**src/rtl/ident_pkg.sv**
```systemverilog
package ident_pkg;
  localparam int unsigned OFS_W = 11;
  localparam logic [OFS_W-1:0] OFS_DATA_LO = 11'h400;
  localparam logic [OFS_W-1:0] OFS_DATA_HI = 11'h401;
  localparam logic [OFS_W-1:0] OFS_REWIND  = 11'h402;

  typedef enum logic [1:0] {
    ACC_NONE   = 2'd0,
    ACC_BYTE   = 2'd1,
    ACC_WORD   = 2'd2,
    ACC_REWIND = 2'd3
  } acc_kind_e;
endpackage

```
**src/rtl/ident_decode.sv**
```systemverilog
module ident_decode
  import ident_pkg::*;
#(
  parameter int unsigned ADDR_W = 11
) (
  input  logic              bus_rd,
  input  logic              bus_wr,
  input  logic              bus_wide,
  input  logic [ADDR_W-1:0] bus_addr,
  output acc_kind_e         kind
);
  localparam logic [ADDR_W-1:0] A_LO = ADDR_W'(OFS_DATA_LO);
  localparam logic [ADDR_W-1:0] A_HI = ADDR_W'(OFS_DATA_HI);
  localparam logic [ADDR_W-1:0] A_RW = ADDR_W'(OFS_REWIND);

  logic rd_ok;
  logic is_data;

  // A cycle that carries a write strobe is ignored, even if it also reads.
  assign rd_ok   = bus_rd && !bus_wr;
  assign is_data = (bus_addr == A_LO) || (bus_addr == A_HI);

  always_comb begin
    kind = ACC_NONE;
    if (rd_ok) begin
      if (is_data) kind = bus_wide ? ACC_WORD : ACC_BYTE;
      else if (bus_addr == A_RW) kind = ACC_REWIND;
    end
  end

  // a write cycle never decodes to an access
  always_comb begin
    a_r9_write_ignored: assert (!(bus_wr && kind != ACC_NONE));
  end
endmodule

```
**src/rtl/ident_ptr.sv**
```systemverilog
module ident_ptr
  import ident_pkg::*;
#(
  parameter int unsigned PTR_W = 8
) (
  input  logic             clk,
  input  logic             rst,
  input  acc_kind_e        kind,
  output logic [PTR_W-1:0] ptr
);
  localparam logic [PTR_W-1:0] STEP1 = PTR_W'(1);
  localparam logic [PTR_W-1:0] STEP2 = PTR_W'(2);

  always_ff @(posedge clk) begin
    if (rst) ptr <= '0;
    else begin
      unique case (kind)
        ACC_BYTE:   ptr <= ptr + STEP1;
        ACC_WORD:   ptr <= ptr + STEP2;
        ACC_REWIND: ptr <= '0;
        default:    ptr <= ptr;
      endcase
    end
  end

  a_r1_reset_ptr: assert property (@(posedge clk) rst |=> ptr == '0);
  a_r2_step_one: assert property (@(posedge clk) disable iff (rst)
    kind == ACC_BYTE |=> ptr == $past(ptr) + STEP1);
  a_r4_step_two: assert property (@(posedge clk) disable iff (rst)
    kind == ACC_WORD |=> ptr == $past(ptr) + STEP2);
  a_r3_rewind: assert property (@(posedge clk) disable iff (rst)
    kind == ACC_REWIND |=> ptr == '0);
  a_r9_hold: assert property (@(posedge clk) disable iff (rst)
    kind == ACC_NONE |=> $stable(ptr));
endmodule

```
**src/rtl/ident_rom.sv**
```systemverilog
module ident_rom #(
  parameter int unsigned PTR_W = 8,
  parameter logic [15:0] DEV_ID = 16'h6854,
  parameter logic [15:0] VEN_ID = 16'h1435,
  parameter logic [15:0] REV = 16'h0201,
  parameter logic [47:0] NAME = "IDBLK1"
) (
  input  logic             clk,
  input  logic [PTR_W-1:0] ptr,
  output logic [7:0]       lo_q,
  output logic [7:0]       hi_q
);
  localparam int unsigned DEPTH = 1 << PTR_W;
  localparam int unsigned NAME_BASE = 10;
  localparam int unsigned NAME_LEN = 6;
  localparam int unsigned FILL_BASE = 18;

  function automatic logic [7:0] entry_of(input int unsigned idx);
    logic [7:0] v;
    if (idx == 0) v = DEV_ID[7:0];
    else if (idx == 1) v = DEV_ID[15:8];
    else if (idx == 2) v = VEN_ID[7:0];
    else if (idx == 3) v = VEN_ID[15:8];
    else if (idx == 4) v = REV[7:0];
    else if (idx == 5) v = REV[15:8];
    else if (idx < NAME_BASE) v = 8'h00;
    else if (idx < NAME_BASE + NAME_LEN)
      v = NAME[47 - 8*(idx - NAME_BASE) -: 8];
    else if (idx < FILL_BASE) v = 8'h00;
    else v = 8'hFF;
    return v;
  endfunction

  logic [7:0] rom [DEPTH];

  initial begin
    for (int i = 0; i < DEPTH; i++) rom[i] = entry_of(i);
  end

  logic [PTR_W-1:0] ptr_nx;
  assign ptr_nx = ptr + PTR_W'(1);

  always_ff @(posedge clk) begin
    lo_q <= rom[ptr];
    hi_q <= rom[ptr_nx];
  end
endmodule

```
**src/rtl/brd_ident_rd.sv**
```systemverilog
module brd_ident_rd
  import ident_pkg::*;
#(
  parameter int unsigned ADDR_W = 11,
  parameter int unsigned PTR_W = 8,
  parameter logic [15:0] REV = 16'h0201,
  parameter logic [47:0] NAME = "IDBLK1"
) (
  input  logic              clk,
  input  logic              rst,
  input  logic              bus_rd,
  input  logic              bus_wr,
  input  logic              bus_wide,
  input  logic [ADDR_W-1:0] bus_addr,
  output logic [15:0]       rd_data,
  output logic              rd_valid
);
  acc_kind_e        kind;
  acc_kind_e        kind_q;
  logic [PTR_W-1:0] ptr;
  logic [7:0]       lo_q;
  logic [7:0]       hi_q;

  ident_decode #(.ADDR_W(ADDR_W)) u_dec (
    .bus_rd(bus_rd), .bus_wr(bus_wr), .bus_wide(bus_wide),
    .bus_addr(bus_addr), .kind(kind)
  );

  ident_ptr #(.PTR_W(PTR_W)) u_ptr (
    .clk(clk), .rst(rst), .kind(kind), .ptr(ptr)
  );

  ident_rom #(.PTR_W(PTR_W), .REV(REV), .NAME(NAME)) u_rom (
    .clk(clk), .ptr(ptr), .lo_q(lo_q), .hi_q(hi_q)
  );

  always_ff @(posedge clk) begin
    if (rst) kind_q <= ACC_NONE;
    else kind_q <= kind;
  end

  always_comb begin
    unique case (kind_q)
      ACC_BYTE: rd_data = {8'h00, lo_q};
      ACC_WORD: rd_data = {hi_q, lo_q};
      default:  rd_data = 16'h0000;
    endcase
  end

  assign rd_valid = (kind_q != ACC_NONE);

  a_r10_valid_after_read: assert property (@(posedge clk) disable iff (rst)
    kind != ACC_NONE |=> rd_valid);
  a_r10_quiet_otherwise: assert property (@(posedge clk) disable iff (rst)
    kind == ACC_NONE |=> !rd_valid);
  a_r2_byte_upper_zero: assert property (@(posedge clk) disable iff (rst)
    kind == ACC_BYTE |=> rd_data[15:8] == 8'h00);
  a_r3_rewind_zero: assert property (@(posedge clk) disable iff (rst)
    kind == ACC_REWIND |=> rd_data == 16'h0000);
endmodule

```
**config.mk**
```make
export PLATFORM = sky130hd
export DESIGN_NAME = brd_ident_rd
export DESIGN_NICKNAME = d
export VERILOG_FILES = /design/src/rtl/ident_pkg.sv /design/src/rtl/ident_decode.sv /design/src/rtl/ident_ptr.sv /design/src/rtl/ident_rom.sv /design/src/rtl/brd_ident_rd.sv
export SDC_FILE = /design/constraint.sdc
export NUM_CORES = 1
export LEC_CHECK = 0
export BUFFER_PORTS_ARGS = -buffer_cell sky130_fd_sc_hd__clkbuf_2
export CAP_MARGIN = 20
export CORE_MARGIN = 8
export CORE_UTILIZATION = 30
export DETAILED_ROUTE_END_ITERATION = 16
export GPL_TIMING_DRIVEN = 0
export MAX_ROUTING_LAYER = met4
export SYNTH_ARGS = -nofsm -noshare
export SYNTH_HDL_FRONTEND = slang
export SYNTH_SLANG_ARGS = --single-unit
```
**constraint.sdc**
```tcl
create_clock -name clk -period 2.7 [get_ports clk]
set_clock_uncertainty 0.2 [all_clocks]
set_input_delay 0.135 -clock clk [delete_from_list [all_inputs] [get_ports clk]]
set_output_delay 0.135 -clock clk [all_outputs]
set_load 0.02 [all_outputs]
```
==> summary.md <==
| Metric | Value |
|---|---|
| Max-capacitance violation count | `0` |
| Peak supply drop | `between 0.2 and 0.25 mV` |
| Kind of critical path | `flop to flop` |
| Worst hold path type | `input port to flop` |
| Initial Util | `30.34%` |
| R2R Path End | `u_rom.hi_q[0]$_SDFF_PP1_` |
| Fin. Hold Viols | `0` |
| CP Max Fanout | `12` |
| Slew Viols, Final | `0` |
| Synth Area in Adders | `approximately 8.5%` |
| TNS Setup | `0 ns` |
| CTS Sinks | `26` |
| CTS max path bufs | `2` |
| TritonCTS clock tree | `built` |
| Slew at the pin with the worst max-slew slack | `0.6306 ns` |
| FP Rows | `28` |
| H-tree Lvls | `1` |
| N_diodes | `0` |
| Antenna violations before repair | `0` |
| Drt first pass iters | `4` |
| Async set-reset flop share out of synthesis | `0%` |
| GRT Total Usage | `between 10% and 20%` |
| Worst slew margin relative to its limit | `57.58%` |
| Worst setup SP type | `flop` |
| Worst-Skew Late Latency | `0.27 ns` |
| Layout cell share with drive strength beyond 1 | `a little over a fifth` |
| Synth Area in Simple Gates | `around 29%` |
| Routed wire length | `around 4200 um` |
| Vias in the first global route | `1599` |
| First-pass GRT wire length | `7369 um` |
| Maximum number of pins on one net before global-route repair | `16` |
| Lkg Pwr | `0.8362 nW` |
| DR WL/cell | `approximately 13 um` |
| R2R Path Start | `u_ptr.ptr[1]$_SDFFE_PP0P_` |
| IO Count | `33` |
| Multiplexer area fraction after synthesis | `approximately 4.2%` |
| Gr ovfl total | `0` |
| Syn Nets | `~230` |
| R2r worst-path depth | `7` |
| Clock Tree Root | `clkbuf_8` |
| Width of the die | `between 90 and 100 um` |
| Fmax | `just under 400 MHz` |
| Largest family of logic cells by synthesized area | `simple AND/OR/NAND/NOR gates` |
| Vias | `1601` |
| Post-Syn Area | `between 1500 and 2000 um2` |
| Area Overhead vs Synth | `18.65%` |
| Post-synthesis compound-gate area fraction | `22.70%` |
| Primary FF master, synth | `dfxtp_1` |
| Final worst-path cycle share | `93.71%` |
| Worst setup endpoint | `u_rom.hi_q[0]$_SDFF_PP1_` |
| Number of flops mapped to enable cells by yosys | `0` |
| Final Setup Violations | `0` |
| Cell mode on critical path | `ha_1` |
| Crit path from | `u_ptr.ptr[1]$_SDFFE_PP0P_` |
| Unrepaired setup endpoints after global routing | `false` |
| Final core occ | `a little over a third` |
| Initial DRC count | `41` |
| Slowest Stage Delay on Critical Path | `0.59 ns` |
| Post-CTS Hold Fix Bufs | `0` |
| Die area | `approximately 8600 um2` |
| Crit path max-delay family | `adder cells` |
| Clock transition at path regs | `0.10 ns` |
| Post-DP HPWL | `3205 um` |
| Syn Area/Cell | `around 8.6 um2` |
| Worst EP arrival | `approximately 2.5 ns` |
| Nets | `270` |
| Warnings from Yosys | `0` |
| Crit path capture type | `flop` |
| Post-Synthesis Cells | `roughly 210` |
| Synth unique cells | `52` |
| Min Tclk post-route | `2.530 ns` |
| Final ANT Viol Nets | `0` |
| Via/cell ratio | `5.066` |
| PortBufs | `31` |
| PD cells | `351.9 nW/um2` |
| Yosys reg bits | `26` |
| Outcome | `completed` |
| Crit path cell chain | `ha_1, ha_1, clkbuf_1, mux2i_1, o22ai_1, o21ai_0, nand3_1` |
| Remaining DRCs | `0` |
| FF-to-FF setup slack | `~0.17 ns` |
| Die Span Y | `a little over 90 um` |
| Num CTS Buffers | `3` |
| GPL Wtd Cong | `0.8461` |
| Core Region | `between 5000 and 6000 um2` |
| Sequential fraction of the synthesis area | `approximately 30%` |
| Worst path required time | `2.62 ns` |
| Number of setup buffers added after CTS | `0` |
| Crit-path slowest cell | `dfxtp_1` |
| XOR/XNOR share of the synthesized area | `~1.5%` |
| CP Depth | `7` |
| Buf/Inv on CP | `1` |
[report_power, final]
part           switching [mW]  internal, mW
sequential          0.0000263         0.383
clock                   0.124         0.198
combinational          0.0162        0.0145
total                   0.141         0.596
[registers in the layout (all words and copies together) (netlist names)]
| register | count |
|---|---|
| kind_q | 2 |
| u_rom.hi_q | 8 |
| u_ptr.ptr | 8 |
| u_rom.lo_q | 8 |
[cell families (layout without fill, tap and decap cells)]
group                    count (synthesis)  count (layout)
AND/OR/NAND/NOR                         79              79
AO/OA/AOI/OAI                           59              59
flip-flops                              26              26
buffers and inverters                   20              55
adder cells (fa/ha/maj)                 12              12
multiplexers                             7               7
XOR/XNOR                                 3               3
[cell usage in the layout (no fill, tap or decap), drive strengths merged, types with 3 or more instances in the layout]
master	n
clkbuf	42
nor4	4
nor2	8
nand2	7
ha	12
nand3	8
buf	3
nor4b	3
mux2i	4
or3	7
and2	17
nand4	6
o31ai	3
dfxtp	26
mux2	3
nand3b	3
nand2b	4
inv	9
a22oi	5
xor2	3
o21ai	17
a21oi	14
[routing by layer]
| metal | up-vias | global-route usage, % | routed length [um] |
|---|---|---|---|
| li1 | 833 | - | - |
| met4 | 0 | 0.6711 | 0 |
| met3 | 0 | 2.832 | 211 |
| met5 | - | - | 0 |
| met2 | 35 | 17.16 | 1968 |
| met1 | 733 | 12.67 | 2048 |
[through the flow]
stage	setup WS [ns]	total power, mW	cell area (um2)	instances	hold WS [ns]
finish	0.1699	0.7367	2093	316	0.008141
global route	0.01713	0.7709	2093	316	0.01653
CTS	0.1154	0.7491	2086	316	0.01031
detailed placement	-0.06509	0.4233	2013	312	0.3056
global placement	-0.05027	0.4227	2013	312	0.3026
floorplan	0.4253	0.4056	1764	206	0.1347
[synthesized netlist by cell type, types with 2 or more instances]
library cell  instances  share of area, %
nor2b_1               2              0.71
nor4b_4               2               2.7
nand4_1               6               2.1
mux2_2                3               1.9
nor2_1                8               1.7
o21ai_0              17               4.8
nor4_1                4               1.4
a22oi_1               5               2.1
and2_1               17               6.0
clkbuf_1              7               1.5
or3_1                 7               2.5
nand2b_1              4               1.4
inv_1                 9               1.9
nor3_1                2              0.57
o21a_1                2              0.85
nand3b_1              3               1.3
mux2i_1               4               2.3
nand2_1               7               1.5
nand3_1               7               2.0
a21boi_0              2              0.85
a21bo_2               2               1.1
nor3b_1               2              0.85
xor2_1                3               1.5
dfxtp_1              26                30
ha_1                 12               8.5
o31ai_1               3               1.3
o211ai_1              2              0.85
a31oi_1               2              0.71
a21oi_1              13               3.7
[worst reg2reg max path: stages, from the launching register on]
cell,delay [ns]
dfxtp_1,0.59
ha_1,0.36
ha_1,0.27
clkbuf_1,0.38
mux2i_1,0.24
o22ai_1,0.09
o21ai_0,0.15
nand3_1,0.09
[how the worst min path moves through the flow]
stage / start / end / cells past startpoint
2_1_floorplan: bus_addr[3] / kind_q[0]$_SDFF_PP0_ / 3
3_3_place_gp: bus_addr[5] / kind_q[1]$_SDFF_PP0_ / 4
3_5_place_dp: bus_addr[5] / kind_q[0]$_SDFF_PP0_ / 4
4_1_cts: bus_addr[5] / kind_q[1]$_SDFF_PP0_ / 4
5_1_grt: bus_addr[5] / kind_q[1]$_SDFF_PP0_ / 4
6_report: bus_addr[5] / kind_q[0]$_SDFF_PP0_ / 4
[timing repair]
item / 4_1_cts / 5_1_grt
setup endpoints to repair: 8 / 8
resized for setup: 1 / 2
cloned: 0 / 0
[area by class of cell]
cell class	instances	area, um2
Multi-Input combinational cell	160	1170
Tap cell	75	93.84
Inverter	9	33.78
Timing Repair Buffer	31	155.1
Clock inverter	1	30.03
Sequential cell	26	520.5
Fill cell	636	3722
Buffer	11	48.80
Clock buffer	3	41.29
Note: power is estimated with default switching activity, not from simulation.
